==> src/rtl/pec_pkg.sv <==
package pec_pkg;
  typedef enum logic [1:0] {
    RL_NEVER     = 2'd0,
    RL_SELF_WRAP = 2'd1,
    RL_PEER_WRAP = 2'd2,
    RL_PEER_IDLE = 2'd3
  } rl_mode_e;

  localparam int ADDR_W = 3;
  localparam int N_CNT  = 2;

  localparam logic [ADDR_W-1:0] A_CNT_A = 3'd0;
  localparam logic [ADDR_W-1:0] A_CNT_B = 3'd1;
  localparam logic [ADDR_W-1:0] A_PRE_A = 3'd2;
  localparam logic [ADDR_W-1:0] A_PRE_B = 3'd3;
  localparam logic [ADDR_W-1:0] A_MODE  = 3'd4;
  localparam logic [ADDR_W-1:0] A_CLR   = 3'd5;

  typedef struct packed {
    logic sw_load;
    logic reload;
    logic step;
    logic flag_set;
  } cnt_ctl_t;
endpackage

==> src/rtl/pec_regs.sv <==
module pec_regs
  import pec_pkg::*;
#(
  parameter int CNT_W = 32
) (
  input  logic                        clk,
  input  logic                        rst_n,
  input  logic                        wr_en,
  input  logic [ADDR_W-1:0]           wr_addr,
  input  logic [CNT_W-1:0]            wr_data,
  output logic [N_CNT-1:0][CNT_W-1:0] preset_o,
  output logic [N_CNT-1:0][1:0]       mode_o,
  output logic [N_CNT-1:0]            cnt_wr_o,
  output logic [N_CNT-1:0]            flag_clr_o
);
  localparam logic [ADDR_W-1:0] CNT_BASE = A_CNT_A;
  localparam logic [ADDR_W-1:0] PRE_BASE = A_PRE_A;

  logic mode_hit, clr_hit;
  assign mode_hit = wr_en && (wr_addr == A_MODE);
  assign clr_hit  = wr_en && (wr_addr == A_CLR);

  for (genvar i = 0; i < N_CNT; i++) begin : g_slot
    logic pre_hit;
    assign pre_hit       = wr_en && (wr_addr == PRE_BASE + ADDR_W'(i));
    assign cnt_wr_o[i]   = wr_en && (wr_addr == CNT_BASE + ADDR_W'(i));
    assign flag_clr_o[i] = clr_hit && wr_data[i];

    always_ff @(posedge clk) begin
      if (!rst_n) begin
        preset_o[i] <= '0;
        mode_o[i]   <= RL_NEVER;
      end else begin
        if (pre_hit)  preset_o[i] <= wr_data;
        if (mode_hit) mode_o[i]   <= wr_data[2*i +: 2];
      end
    end
  end
endmodule

==> src/rtl/pec_reload_ctl.sv <==
module pec_reload_ctl
  import pec_pkg::*;
(
  input  logic                  run_en,
  input  logic [N_CNT-1:0]      inc,
  input  logic [N_CNT-1:0]      at_max,
  input  logic [N_CNT-1:0]      cnt_wr,
  input  logic [N_CNT-1:0][1:0] mode,
  output cnt_ctl_t [N_CNT-1:0]  ctl
);
  logic [N_CNT-1:0] raw_wrap;

  for (genvar i = 0; i < N_CNT; i++) begin : g_raw
    assign raw_wrap[i] = run_en && inc[i] && at_max[i] && !cnt_wr[i];
  end

  for (genvar i = 0; i < N_CNT; i++) begin : g_ctl
    localparam int PEER = N_CNT - 1 - i;
    logic     cond;
    logic     rl;
    rl_mode_e m;

    assign m = rl_mode_e'(mode[i]);

    always_comb begin
      unique case (m)
        RL_NEVER:     cond = 1'b0;
        RL_SELF_WRAP: cond = raw_wrap[i];
        RL_PEER_WRAP: cond = raw_wrap[PEER];
        RL_PEER_IDLE: cond = !inc[PEER];
        default:      cond = 1'b0;
      endcase
    end

    assign rl                 = cond && run_en && !cnt_wr[i];
    assign ctl[i].sw_load     = cnt_wr[i];
    assign ctl[i].reload      = rl;
    assign ctl[i].step        = run_en && inc[i] && !rl && !cnt_wr[i];
    assign ctl[i].flag_set    = raw_wrap[i] && (!rl || (m == RL_SELF_WRAP));
  end
endmodule

==> src/rtl/pec_counter.sv <==
module pec_counter
  import pec_pkg::*;
#(
  parameter int CNT_W = 32
) (
  input  logic             clk,
  input  logic             rst_n,
  input  cnt_ctl_t         ctl,
  input  logic [CNT_W-1:0] sw_value,
  input  logic [CNT_W-1:0] preset,
  input  logic             flag_clr,
  output logic [CNT_W-1:0] count,
  output logic             at_max,
  output logic             flag
);
  localparam logic [CNT_W-1:0] ONE = {{(CNT_W-1){1'b0}}, 1'b1};

  assign at_max = &count;

  always_ff @(posedge clk) begin
    if (!rst_n) begin
      count <= '0;
    end else if (ctl.sw_load) begin
      count <= sw_value;
    end else if (ctl.reload) begin
      count <= preset;
    end else if (ctl.step) begin
      count <= count + ONE;
    end
  end

  always_ff @(posedge clk) begin
    if (!rst_n)             flag <= 1'b0;
    else if (ctl.flag_set)  flag <= 1'b1;
    else if (flag_clr)      flag <= 1'b0;
  end
endmodule

==> src/rtl/pair_evt_counter.sv <==
module pair_evt_counter
  import pec_pkg::*;
#(
  parameter int CNT_W = 32
) (
  input  logic             clk,
  input  logic             rst_n,
  input  logic             run_en,
  input  logic             inc_a,
  input  logic             inc_b,
  input  logic             wr_en,
  input  logic [2:0]       wr_addr,
  input  logic [CNT_W-1:0] wr_data,
  output logic [CNT_W-1:0] count_a,
  output logic [CNT_W-1:0] count_b,
  output logic [1:0]       ovf_flag
);
  logic [N_CNT-1:0][CNT_W-1:0] preset_w;
  logic [N_CNT-1:0][CNT_W-1:0] count_w;
  logic [N_CNT-1:0][1:0]       mode_w;
  logic [N_CNT-1:0]            cnt_wr_w;
  logic [N_CNT-1:0]            flag_clr_w;
  logic [N_CNT-1:0]            at_max_w;
  logic [N_CNT-1:0]            flag_w;
  cnt_ctl_t [N_CNT-1:0]        ctl_w;

  pec_regs #(.CNT_W(CNT_W)) u_regs (
    .clk        (clk),
    .rst_n      (rst_n),
    .wr_en      (wr_en),
    .wr_addr    (wr_addr),
    .wr_data    (wr_data),
    .preset_o   (preset_w),
    .mode_o     (mode_w),
    .cnt_wr_o   (cnt_wr_w),
    .flag_clr_o (flag_clr_w)
  );

  pec_reload_ctl u_ctl (
    .run_en (run_en),
    .inc    ({inc_b, inc_a}),
    .at_max (at_max_w),
    .cnt_wr (cnt_wr_w),
    .mode   (mode_w),
    .ctl    (ctl_w)
  );

  for (genvar i = 0; i < N_CNT; i++) begin : g_cnt
    pec_counter #(.CNT_W(CNT_W)) u_cnt (
      .clk      (clk),
      .rst_n    (rst_n),
      .ctl      (ctl_w[i]),
      .sw_value (wr_data),
      .preset   (preset_w[i]),
      .flag_clr (flag_clr_w[i]),
      .count    (count_w[i]),
      .at_max   (at_max_w[i]),
      .flag     (flag_w[i])
    );
  end

  assign count_a  = count_w[0];
  assign count_b  = count_w[1];
  assign ovf_flag = flag_w;
endmodule

==> config.mk <==
export PLATFORM = sky130hd
export DESIGN_NAME = pair_evt_counter
export DESIGN_NICKNAME = d
export VERILOG_FILES = /design/src/rtl/pec_pkg.sv /design/src/rtl/pec_regs.sv /design/src/rtl/pec_reload_ctl.sv /design/src/rtl/pec_counter.sv /design/src/rtl/pair_evt_counter.sv
export SDC_FILE = /design/constraint.sdc
export NUM_CORES = 1
export LEC_CHECK = 0
export ABC_CLOCK_PERIOD_IN_PS = 7600
export BUFFER_PORTS_ARGS = -buffer_cell sky130_fd_sc_hd__buf_4
export CORE_AREA = 2 2 134 136
export DETAILED_ROUTE_END_ITERATION = 7
export DIE_AREA = 0 0 136 138
export SYNTH_ARGS = -nofsm -noshare
export SYNTH_HDL_FRONTEND = slang
export SYNTH_SLANG_ARGS = --single-unit
==> constraint.sdc <==
create_clock -name clk -period 7.6 [get_ports clk]
set_input_delay 0.76 -clock clk [delete_from_list [all_inputs] [get_ports clk]]
set_output_delay 0.76 -clock clk [all_outputs]
set_load 0.01 [all_outputs]
=== Word level (Yosys, flattened, before mapping) ===
Index checks and enable logic that the tools add are counted.
W data, S select, Z words.

* Bits in registers: 134
* Bits of input ports: 41
* Output and inout bits: 66

* $add $sub $neg: 2
* Equality and inequality tests: 11
* Multiplexer cells: 12
* Reduce and logical (&&, ||, !) cells: 41

{| class="wikitable"
|+ Operators with widths
! cell !! count
|-
| $mux W32 || 6
|-
| $add A32 B1 Y32 const B || 2
|-
| $reduce_and A32 Y1 || 2
|-
| $logic_and A1 B1 Y1 || 24
|-
| $eq A2 B2 Y1 const B || 4
|-
| $pmux W1 S4 || 2
|-
| $eq A3 B2 Y1 const B || 2
|-
| $eq A3 B3 Y1 const B || 2
|-
| $logic_not A1 Y1 || 6
|-
| $reduce_bool A3 Y1 || 2
|-
| $eq A2 B1 Y1 const B || 2
|-
| $logic_not A2 Y1 || 2
|-
| $mux W1 || 4
|-
| $reduce_bool A2 Y1 || 2
|-
| $eq A3 B1 Y1 const B || 1
|-
| $logic_not A3 Y1 || 1
|-
| $logic_or A1 B1 Y1 || 2
|}

=== Logic depth before layout (Yosys ltp) ===
Gate-level depths: netlist (run 1).

* Word-level depth: 13
* Mapped depth: 10
* Mapped depth without buffers: 8

=== Modules after synthesis ===
Synthesis (run 1) repeated with hierarchy kept, for this count alone.

* Cell total of the unflattened synthesis: 952
* Area, all modules: 7696.1 um2

{| class="wikitable"
|+ By module, submodules not included
! module !! times used !! cells an instance !! area an instance (um2) !! seq. area each (um2)
|-
| pec_counter || 2 || 331 || 2448.6 || 660.6
|-
| pec_regs || 1 || 263 || 2610.0 || 1361.3
|-
| pec_reload_ctl || 1 || 27 || 188.9 || 0.0
|}

=== Worst setup path after synthesis (run 1) ===
OpenSTA, ideal clock, no wires.

* Path kind: in2reg
* Start: in wr_addr[1]
* End: reg g_cnt[1].u_cnt.count[11]
* Setup time: 122 ps
* Arrival time: 2665 ps
* Required time: 7478 ps
* Path slack: 4813 ps
* Stages on the path: 7
* Buffers on the path: 0
* Cells stage by stage: or4b_4 > nand4_1 > and4b_1 > o32a_1 > o21ai_4 > nor2_1 > a221o_1

* Longest elaborated chain between the ends: 11

{| class="wikitable"
|+ Ends and longest elaborated chain
! element !! RTL line !! text
|-
| start: declaration || pair_evt_counter.sv:12 || <nowiki>input logic [2:0] wr_addr,</nowiki>
|-
| $eq A3 B1 Y1 or $logic_not A3 Y1 (tied branches) || pec_regs.sv:26 || <nowiki>assign cnt_wr_o[i] = wr_en && (wr_addr == CNT_BASE + ADDR_W'(i));</nowiki>
|-
| $logic_and A1 B1 Y1 || pec_regs.sv:26 ||
|-
| $logic_not A1 Y1 (on tied branches) || pec_reload_ctl.sv:14, pec_reload_ctl.sv:35, pec_reload_ctl.sv:38 ||
|-
| $logic_and A1 B1 Y1 || pec_reload_ctl.sv:14 || <nowiki>assign raw_wrap[i] = run_en && inc[i] && at_max[i] && !cnt_wr[i];</nowiki>
|-
| $pmux W1 S4 || pec_reload_ctl.sv:26 || <nowiki>unique case (m)</nowiki>
|-
| $logic_and A1 B1 Y1 (2 in series) || pec_reload_ctl.sv:35 || <nowiki>assign rl = cond && run_en && !cnt_wr[i];</nowiki>
|-
| $logic_not A1 Y1 || pec_reload_ctl.sv:38 || <nowiki>assign ctl[i].step = run_en && inc[i] && !rl && !cnt_wr[i];</nowiki>
|-
| $logic_and A1 B1 Y1 (2 in series) || pec_reload_ctl.sv:38 ||
|-
| $reduce_bool A3 Y1 (no source line) || - ||
|-
| end signal: assignment || pec_counter.sv:24 || <nowiki>count <= sw_value;</nowiki>
|-
| end signal: assignment || pec_counter.sv:26 || <nowiki>count <= preset;</nowiki>
|-
| end signal: assignment || pec_counter.sv:28 || <nowiki>count <= count + ONE;</nowiki>
|-
| end: declaration || pec_counter.sv:12 || <nowiki>output logic [CNT_W-1:0] count,</nowiki>
|}

Parallel ways exist; a longest one is shown, timed or not.
A chain may end at the register's enable or synchronous reset.

=== Worst setup path after layout (run 1) ===
* Start: reg g_cnt[1].u_cnt.count[0]
* End: reg g_cnt[1].u_cnt.count[4]

* Longest elaborated chain between the ends: 10

{| class="wikitable"
|+ Ends and longest elaborated chain
! element
|-
| parallel branches: the longest is 10 deep, another holds $add A32 B1 Y32
|}

Several ways; the timed one is not identified. The select of a mux whose other input is x is not followed.

==> run summary, run 1 <==
Synth unique cells: 73
Clk sinks: 134
Hold WS: 0.4516 ns
Tmin final: 3.403 ns
Share of cells above drive strength 1: 0.1809
CTS max path bufs: 2
Largest fanout on the critical path: 15
R2R depth: 8
CTS Buf Count: 17
Number of global-route vias before repair: 6229
Area delta synth->final: 23.61%
Adder-Cell Fraction of Synth Area: 0.003668
RSZ-0062 raised after global routing: false
CTS tree: done
Max Cap Viol: 0
First-pass GRT wire length: 36450 µm
Commonest non-fill, non-tap cells in the layout: nand2_1, dfxtp_1, buf_4
Clk slew on worst S/H paths: 0.06 ns
Synthesized Nets: 913
CTS Hold Bufs: 0
Initial antenna violation count: 0
Cts repair resizes: 0
Mapped Area: 6822 µm²
Final Util: 0.4809
Pin count of the biggest net entering global routing: 77
Final period utilization: 0.4478
Die area: 18770 µm²
Multiplexer share of the synthesized area: 0.007337
Share of Yosys cell area claimed by the top area cell type: 0.3933
Share of flip-flops with an asynchronous set or reset: 0
Core area: 17530 µm²
Max_slew headroom: 0.3529
1st-iter DRT viols: 723
Vias post-DR: 6927
Register area: 2683 µm²
IO Port Bufs: 106
R2R Path Start: g_cnt[1].u_cnt.count[0]
I/O pin cnt: 107
Final setup vio count: 0
Routed WL: 23260 µm
Initial core utilization: 0.3890
Simple-Gate Fraction of Synth Area: 0.2656
Compound-gate portion of the synthesized area: 0.2401
Worst EP required: 7.97 ns
Hold Vio Cnt, Final: 0
HP Class: flip-flop to flip-flop
Die width: 136 µm
Flop and latch count out of synthesis: 134
Ys flop type: dfxtp_1
Post-route cell area: 8432 µm²
Clk_lat worst skew: 0.43 ns
Final nets: 992
Gr ovfl total: 0
CP Capture Point: g_cnt[1].u_cnt.count[4]
Outcome: complete, no violations
Antenna diodes: 0
Routed len/inst: 19.53 µm
Gpl congestion: 0.8540
Register area share after synthesis: 0.3933
Reg2reg end: g_cnt[1].u_cnt.count[4]
CP startpoint: g_cnt[1].u_cnt.count[0]
Placed cell areas: 7785 µm²
First-pass detailed-route iteration total: 5
Post-DP HPWL: 16140 µm
Clock skew: 0.008443 ns
Avg Inst Size Synth: 7.841 µm²
Xor-xnor portion of the synthesized cell area: 0.05264
PD cells: 211.4 nW/µm²
Startpoint types: flip-flop
Synth Instances: 870
Leak: 3.075 nW
Area of the multi-input gates: 3919 µm²
Fmax: 0.2938 GHz
Number of synthesized flops with an enable pin: 0
Synth area leader: dfxtp_1
ANT nets after route: 0
Worst-margin pin slew: 0.9633 ns
R2R Setup Slk: 4.20 ns
TNS Setup: 0 ns
Die H: 138 µm
Syn. warnings: 0
CTS Root Cell: clkbuf_16
Largest family of logic cells by synthesized area: simple AND/OR/NAND/NOR gates
CP Class: flip-flop to flip-flop
Commonest non-fill, non-tap cell in the layout: nand2_1
GR Util All Layers: 0.2488
Setup repair bufs after CTS: 0
Filler Cells Inserted: 1766
Vias per inst: 5.816
H-Tree Depth: 4
Cell row count: 49
Crit path DAT: 3.77 ns
Final Max Tran Viols: 0
Area contributors post-synth: dfxtp_1, nand2_1, a21oi_1
Worst setup EP type: flip-flop
Maximum vdd drop: 0.0001666 V
Drc violations: 0
Worst min-delay path startpoint: u_regs.preset_o[7]
[per-layer routing]
metal  vias to the layer above  routed length (µm)  GRT usage
li1                       3328                   -          -
met5                         -                   0          0
met4                         0                 250    0.06634
met1                      3290               11080     0.3826
met2                       288               10110     0.3552
met3                        21                1821    0.04364
[sequential cells by signal, summed over array words and instances (netlist names)]
signal,flops
g_cnt.u_cnt.count,64
g_cnt.u_cnt.flag,2
u_regs.mode_o,4
u_regs.preset_o,64
[worst min path at each step]
stage                                     end  cells past startpoint
after floorplan            u_regs.preset_o[0]                      2
after global placement    u_regs.preset_o[15]                      2
after detailed placement   u_regs.preset_o[4]                      2
after CTS                  u_regs.preset_o[4]                      2
after global routing       u_regs.preset_o[9]                      2
final                      u_regs.preset_o[7]                      2
[power breakdown]
part / leakage, nW / switching, mW / internal, mW
combinational: 1.69 / 0.0812 / 0.0500
sequential: 1.08 / 0.0186 / 0.719
clock: 0.305 / 0.325 / 0.589
[logic make-up (layout without fill, tap and decap cells)]
family | count (synthesis) | in the layout
mux | 5 | 5
simple gates | 374 | 374
buf+inv | 62 | 154
xor+xnor | 41 | 41
flops | 134 | 134
compound gates | 252 | 252
fa+ha+maj | 2 | 2
[layout make-up]
type | instances | share of cell area
multi-input cells | 674 | 0.4648
flip-flops and latches | 134 | 0.3181
repair buffers | 117 | 0.1042
clock buffers | 19 | 0.05253
well taps | 229 | 0.03398
clock inverters | 13 | 0.02419
inverters | 5 | 0.002226
[Yosys cell counts (24+ instances only)]
master and n:
a21oi_1 72, a22oi_1 34, clkbuf_1 43, dfxtp_1 134
nand2_1 191, nand3_1 32, nand4_1 27, nor2_1 42
o21ai_0 43, o22ai_1 24, xnor2_1 26
[critical path, stage by stage (launching register included)]
cell	delay, ns
dfxtp_1	0.43
ha_1	0.24
nand4_1	0.24
or3_1	0.55
nor4_2	0.37
o32a_1	0.64
o21ai_4	0.28
nor2_1	0.39
a221o_1	0.21
[through the flow]
stage / instances / power, mW / worst slack (ns)
after floorplan: 870 / 0.8118 / 4.813
after detailed placement: 1159 / 0.8821 / 3.906
after global placement: 1159 / 0.8812 / 3.930
after CTS: 1191 / 1.787 / 4.202
after global routing: 1191 / 1.836 / 3.915
final: 1191 / 1.782 / 4.197
Note: power is estimated with default switching activity, not from simulation.
==> run 2: changes to the inputs <==
--- a/config.mk
+++ b/config.mk
@@ -5,7 +5,7 @@
 export SDC_FILE = /design/constraint.sdc
 export NUM_CORES = 1
 export LEC_CHECK = 0
-export ABC_CLOCK_PERIOD_IN_PS = 7600
+export ABC_CLOCK_PERIOD_IN_PS = 2920
 export BUFFER_PORTS_ARGS = -buffer_cell sky130_fd_sc_hd__buf_4
 export CORE_AREA = 2 2 134 136
 export DETAILED_ROUTE_END_ITERATION = 7
==> constraint.sdc (replaced) <==
create_clock -name clk -period 2.92 [get_ports clk]
set_input_delay 0.292 -clock clk [delete_from_list [all_inputs] [get_ports clk]]
set_output_delay 0.292 -clock clk [all_outputs]
set_load 0.01 [all_outputs]
==> run 2 against run 1 <==
- sequential power rose to 2.6 times the previous value
- final cell count rose by 4.7%
- clock skew rose by 0.0010 ns
- die area did not move
- count of clock-buffer cells in the layout fell by 2
- worst setup slack got worse by 4.0 ns
- combinational power rose to 3.0 times the previous value
- critical path depth did not move
- clock power rose to 2.7 times the previous value
- worst hold slack got worse by 0.31 ns
- critical path type unchanged
- largest power group unchanged
==> run summary, run 2 (same netlist as run 1, synthesis figures left out) <==
Filler Cells Inserted: 1764
Startpoint types: flip-flop
Tmin final: 2.762 ns
Cell Chain, Critical Path: nand2_1 -> or3_1 -> or4_4 -> o211ai_2 -> buf_4 -> a211oi_1 -> a211oi_1 -> o31ai_2
CP Class: flip-flop to flip-flop
Worst-margin pin slew: 0.9105 ns
Final nets: 1048
Gpl congestion: 0.9604
Die H: 138 µm
Core area: 17530 µm²
Largest fanout on the critical path: 7
Worst EP required: 3.22 ns
Clk slew on worst S/H paths: 0.06 ns
Worst setup EP type: flip-flop
Placed cell areas: 8213 µm²
Worst path bufs/invs: 1
CTS tree: done
Setup ws final: 0.1576 ns
Commonest non-fill, non-tap cells in the layout: nand2_1, buf_4, dfxtp_1
Final setup vio count: 0
Hold Vio Cnt, Final: 0
RSZ-0062 raised after global routing: false
Clk_lat worst skew: 0.43 ns
Vias per inst: 5.816
Routed len/inst: 20.10 µm
CTS max path bufs: 2
Outcome: complete, no violations
Initial core utilization: 0.3890
DP Worst Slack: 0.1866 ns
First-pass detailed-route iteration total: 6
Top cell by count, worst path: a211oi_1
Area delta synth->final: 30.41%
CTS Root Cell: clkbuf_16
Max_slew headroom: 0.3930
Commonest non-fill, non-tap cell in the layout: nand2_1
Final period utilization: 0.9460
I/O pin cnt: 107
Slowest CP cell: or4_4
First-pass GRT wire length: 38860 µm
Clock skew: 0.009461 ns
Post-route cell area: 8896 µm²
Antenna diodes: 0
Max Cap Viol: 0
Pin count of the biggest net entering global routing: 77
Clk sinks: 134
Fmax: 0.3620 GHz
TNS Setup: 0 ns
Largest stage delay, worst path: 0.58 ns
Number of global-route vias before repair: 6796
Cell row count: 49
Largest regs: g_cnt.u_cnt.count: 64 flops, u_regs.preset_o: 64 flops, u_regs.mode_o: 4 flops
Die area: 18770 µm²
Leak: 3.394 nW
PD cells: 537.3 nW/µm²
H-Tree Depth: 4
Drc violations: 0
GR Util All Layers: 0.2679
Post-DP HPWL: 17700 µm
Final Max Tran Viols: 0
Share of cells above drive strength 1: 0.2299
ANT nets after route: 0
Maximum vdd drop: 0.0004413 V
IO Port Bufs: 106
HP Class: primary input to flip-flop
Die width: 136 µm
Gr ovfl total: 0
Final Power: 4.780 mW
Routed WL: 25070 µm
Initial antenna violation count: 0
1st-iter DRT viols: 637
CTS Buf Count: 17
Critical path's top delay family: simple AND/OR/NAND/NOR gates
Vias post-DR: 7253
Hold WS: 0.1431 ns
Crit path DAT: 3.06 ns
==> run 2: changes by cell type in the layout (fill, tap and decap cells not counted), sizes merged <==
cell	delta
buf	+56
clkinvlp	-4
clkinv	+3
clkbuf	-2
inv	+2
bufinv	+1
==> run 2: per-stage QoR <==
stage          std cells    util
2_1_floorplan        870       -
3_3_place_gp        1215  0.4684
3_5_place_dp        1215  0.4684
4_1_cts             1247  0.5070
5_1_grt             1247  0.5074
6_report            1247  0.5074
==> run 2: final cells by class <==
| cell class | count | area (µm²) | share of cell area |
|---|---|---|---|
| Tap cell | 229 | 286.5 | 0.03221 |
| Timing Repair Buffer | 173 | 1311 | 0.1474 |
| Clock inverter | 15 | 251.5 | 0.02827 |
| Clock buffer | 17 | 425.4 | 0.04782 |
| Sequential cell | 134 | 2683 | 0.3015 |
| Multi-Input combinational cell | 674 | 3920 | 0.4406 |
| Inverter | 5 | 18.77 | 0.002110 |
==> run 2: worst min-delay path: cells and delay by family <==
kind	cells	cell delay [ns]
AO/OA/AOI/OAI	2	0.13
buffers and inverters	1	0.11
==> run 2: path summary, 6_finish.rpt <==
kind	start	end	slack [ns]	cells past startpoint
max	g_cnt[0].u_cnt.count[10]	g_cnt[1].u_cnt.count[27]	0.16	8
min	wr_data[29]	g_cnt[0].u_cnt.count[29]	0.14	3
max reg2reg	g_cnt[0].u_cnt.count[10]	g_cnt[1].u_cnt.count[27]	0.16	8
min reg2reg	u_regs.preset_o[11]	u_regs.preset_o[11]	0.45	2
==> run 2: where the power goes <==
| part | switching (mW) | internal, mW |
|---|---|---|
| Clock | 0.871 | 1.61 |
| Combinational | 0.236 | 0.154 |
| Sequential | 0.0395 | 1.87 |
==> run 2: per-layer routing <==
| metal | vias up | part of all wire | global-route usage |
|---|---|---|---|
| li1 | 3440 | - | - |
| met1 | 3453 | 0.45 | 0.3814 |
| met2 | 334 | 0.45 | 0.3978 |
| met3 | 26 | 0.086 | 0.06601 |
| met4 | 0 | 0.013 | 0.08388 |
| met5 | - | 0 | 0 |
==> run 2: timing repair <==
| action | in CTS | in global routing |
|---|---|---|
| hold endpoints to repair | 0 | 0 |
| endpoints found under the setup margin | 0 | 13 |
| setup buffers | 0 | 0 |
| hold buffers | 0 | 0 |
| gates resized for setup | 0 | 4 |
==> run 3: changes to the inputs <==
--- a/config.mk
+++ b/config.mk
@@ -7,9 +7,12 @@
 export LEC_CHECK = 0
 export ABC_CLOCK_PERIOD_IN_PS = 2920
 export BUFFER_PORTS_ARGS = -buffer_cell sky130_fd_sc_hd__buf_4
-export CORE_AREA = 2 2 134 136
+export CORE_AREA = 2 2 142 144
 export DETAILED_ROUTE_END_ITERATION = 7
-export DIE_AREA = 0 0 136 138
+export DIE_AREA = 0 0 144 146
+export RECOVER_POWER = 50
+export SETUP_SLACK_MARGIN = 0.2
 export SYNTH_ARGS = -nofsm -noshare
 export SYNTH_HDL_FRONTEND = slang
+export SYNTH_HIERARCHICAL = 1
 export SYNTH_SLANG_ARGS = --single-unit
==> run 3 against run 2 <==
- the run now ends with max-capacitance violations, max-slew violations left
- count of clock-buffer cells in the layout increased by 5
- area after synthesis grew 13%
- final cell count rose by 15%
- core utilization grew 5.1 points
- routed wire length is 1.9% higher
- worst hold slack worse by 0.0032 ns
- total power fell by 1.8%
- via count is 10% higher
- flip-flop and latch count unchanged
- largest power group unchanged
==> run summary, run 3 <==
Final nets: 1195
Hold Path Depth: 3
Clk slew on worst S/H paths: 0.06 ns
Die width: 144 µm
Tmin final: 2.857 ns
Gr ovfl total: 0
ANT nets after route: 0
Worst EP required: 3.24 ns
Largest regs: g_cnt.u_cnt/count: 64 flops, u_regs/preset_o: 64 flops, u_regs/mode_o: 4 flops
H-Tree Depth: 4
Mapped Area: 7696 µm²
Gpl congestion: 0.8364
Max Cap Viol: 1
Failing checks: max-capacitance violations, max-slew violations
Worst min-delay path startpoint: wr_data[6]
Synthesized Nets: 995
Flop and latch count out of synthesis: 134
Pin count of the biggest net entering global routing: 50
Final period utilization: 0.9784
Initial antenna violation count: 0
Maximum vdd drop: 0.0004331 V
Worst-margin pin slew: 2.284 ns
Multiplexer share of the synthesized area: 0.1106
1st-iter DRT viols: 549
Clk_lat worst skew: 0.43 ns
IO Port Bufs: 106
Final Power: 4.694 mW
CP Class: flip-flop to flip-flop
Avg Inst Size Synth: 8.084 µm²
Routed WL: 25550 µm
Share of Yosys cell area claimed by the top area cell type: 0.3486
Post-synth top cells: nand2_1, dfxtp_1, mux2i_1
Vias post-DR: 7977
PD cells: 434.6 nW/µm²
Final setup vio count: 0
Adder-Cell Fraction of Synth Area: 0.003252
Area contributors post-synth: dfxtp_1, mux2i_1, nand2_1
Max Used Layer: met4
Filler Cells Inserted: 1767
Antenna diodes: 0
CTS Root Cell: clkbuf_16
Simple-Gate Fraction of Synth Area: 0.2481
Vias per inst: 5.578
Routed len/inst: 17.87 µm
Largest fanout on the critical path: 7
Die area: 21020 µm²
I/O pin cnt: 107
CTS max path bufs: 2
Commonest non-fill, non-tap cell in the layout: nand2_1
Cell row count: 51
CP startpoint: g_cnt[0].u_cnt/count[27]
DR WL met2: 12920 µm
Die H: 146 µm
Startpoint types: flip-flop
Leak: 4.267 nW
Drc violations: 0
Register area share after synthesis: 0.3486
Clock skew: 0.005730 ns
Post-DP HPWL: 17040 µm
Synth area leader: dfxtp_1
Met1 WL: 10520 µm
Xor-xnor portion of the synthesized cell area: 0.05007
Outcome: complete, but fails checks
R2R depth: 14
Top-count cell post-synth: nand2_1
Final Max Tran Viols: 33
Crit path DAT: 3.17 ns
Initial core utilization: 0.3980
RSZ-0062 raised after global routing: true
Worst setup EP type: flip-flop
Routed met3 length: 1415 µm
Commonest non-fill, non-tap cells in the layout: nand2_1, buf_4, dfxtp_1
Hold Vio Cnt, Final: 0
Fmax: 0.3500 GHz
DP Worst Slack: -0.03437 ns
Compound-gate portion of the synthesized area: 0.1649
Placed cell areas: 9163 µm²
Share of cells above drive strength 1: 0.2893
CTS Hold Bufs: 0
Largest family of logic cells by synthesized area: simple AND/OR/NAND/NOR gates
Number of global-route vias before repair: 7356
CTS Buf Count: 17
Synth unique cells: 58
First-pass GRT wire length: 36940 µm
Clk sinks: 134
Syn. warnings: 6
Ys flop type: dfxtp_1
GR Util All Layers: 0.2241
Share of flip-flops with an asynchronous set or reset: 0
Max_slew headroom: -0.5227
Synth Instances: 952
Post-route cell area: 10800 µm²
Setup ws final: 0.06301 ns
Core area: 19330 µm²
CTS tree: done
Area delta synth->final: 40.37%
HP Class: primary input to flip-flop
R2R Path Start: g_cnt[0].u_cnt/count[27]
Number of synthesized flops with an enable pin: 0
First-pass detailed-route iteration total: 7
-- run 3: cell families (layout without fill, tap and decap cells) --
family | Yosys count | after routing
AND/OR/NAND/NOR | 380 | 380
buffers and inverters | 116 | 329
AO/OA/AOI/OAI | 191 | 191
multiplexers | 85 | 85
XOR/XNOR | 44 | 44
flip-flops | 134 | 134
adder cells (fa/ha/maj) | 2 | 2
-- run 3: cell type report --
type / count / area (µm²) / share of cell area
well taps: 265 / 331.6 / 0.03069
clock inverters: 10 / 125.1 / 0.01158
flip-flops and latches: 134 / 2706 / 0.2505
clock buffers: 22 / 484.2 / 0.04482
multi-input cells: 702 / 4977 / 0.4607
repair buffers: 258 / 2032 / 0.1881
inverters: 39 / 146.4 / 0.01355
-- run 3: final timing paths --
kind	slack (ns)	endpoint
min	0.14	g_cnt[1].u_cnt/count[6]
min reg2reg	0.46	u_regs/preset_o[55]
max reg2reg	0.06	g_cnt[1].u_cnt/count[28]
max	0.06	g_cnt[1].u_cnt/count[28]
-- run 3: stage by stage --
| stage | TNS [ns] | utilization | hold WS, ns | std cells |
|---|---|---|---|---|
| final | 0 | 0.5587 | 0.1399 | 1430 |
| after global routing | -0.3075 | 0.5587 | 0.1415 | 1430 |
| after CTS | 0 | 0.5276 | 0.1336 | 1393 |
| after detailed placement | -0.03437 | 0.4739 | 0.4533 | 1328 |
| after global placement | 0 | 0.4739 | 0.4506 | 1328 |
| after floorplan | 0 | - | 0.4303 | 952 |
-- run 3: power breakdown --
part | internal [mW] | switching (mW)
combinational | 0.250 | 0.310
clock | 1.42 | 0.800
sequential | 1.88 | 0.0357
total | 3.55 | 1.15
-- run 3: what timing repair did --
item | 4_1_cts | 5_1_grt
pin swaps | 17 | 48
setup buffers | 30 | 35
cloned | 3 | 2
endpoints found under the setup margin | 39 | 64
resized for setup | 27 | 151
-- run 3: critical path: stages (launching register included) --
cell and delay, ns:
dfxtp_2 0.37, nand4_1 0.16, nor3_2 0.26, nand2_2 0.15, nor2_4 0.15, nand4b_1 0.13
buf_4 0.17, nor3b_2 0.18, buf_4 0.14, o311a_4 0.28, buf_12 0.15, nor2_4 0.04
a21oi_2 0.09, o21ai_1 0.07, o311a_2 0.38
-- run 3: per-layer routing --
metal,GRT usage,vias up
met5,0,-
li1,-,3793
met4,0.07157,0
met2,0.3960,304
met3,0.04475,61
met1,0.2706,3819
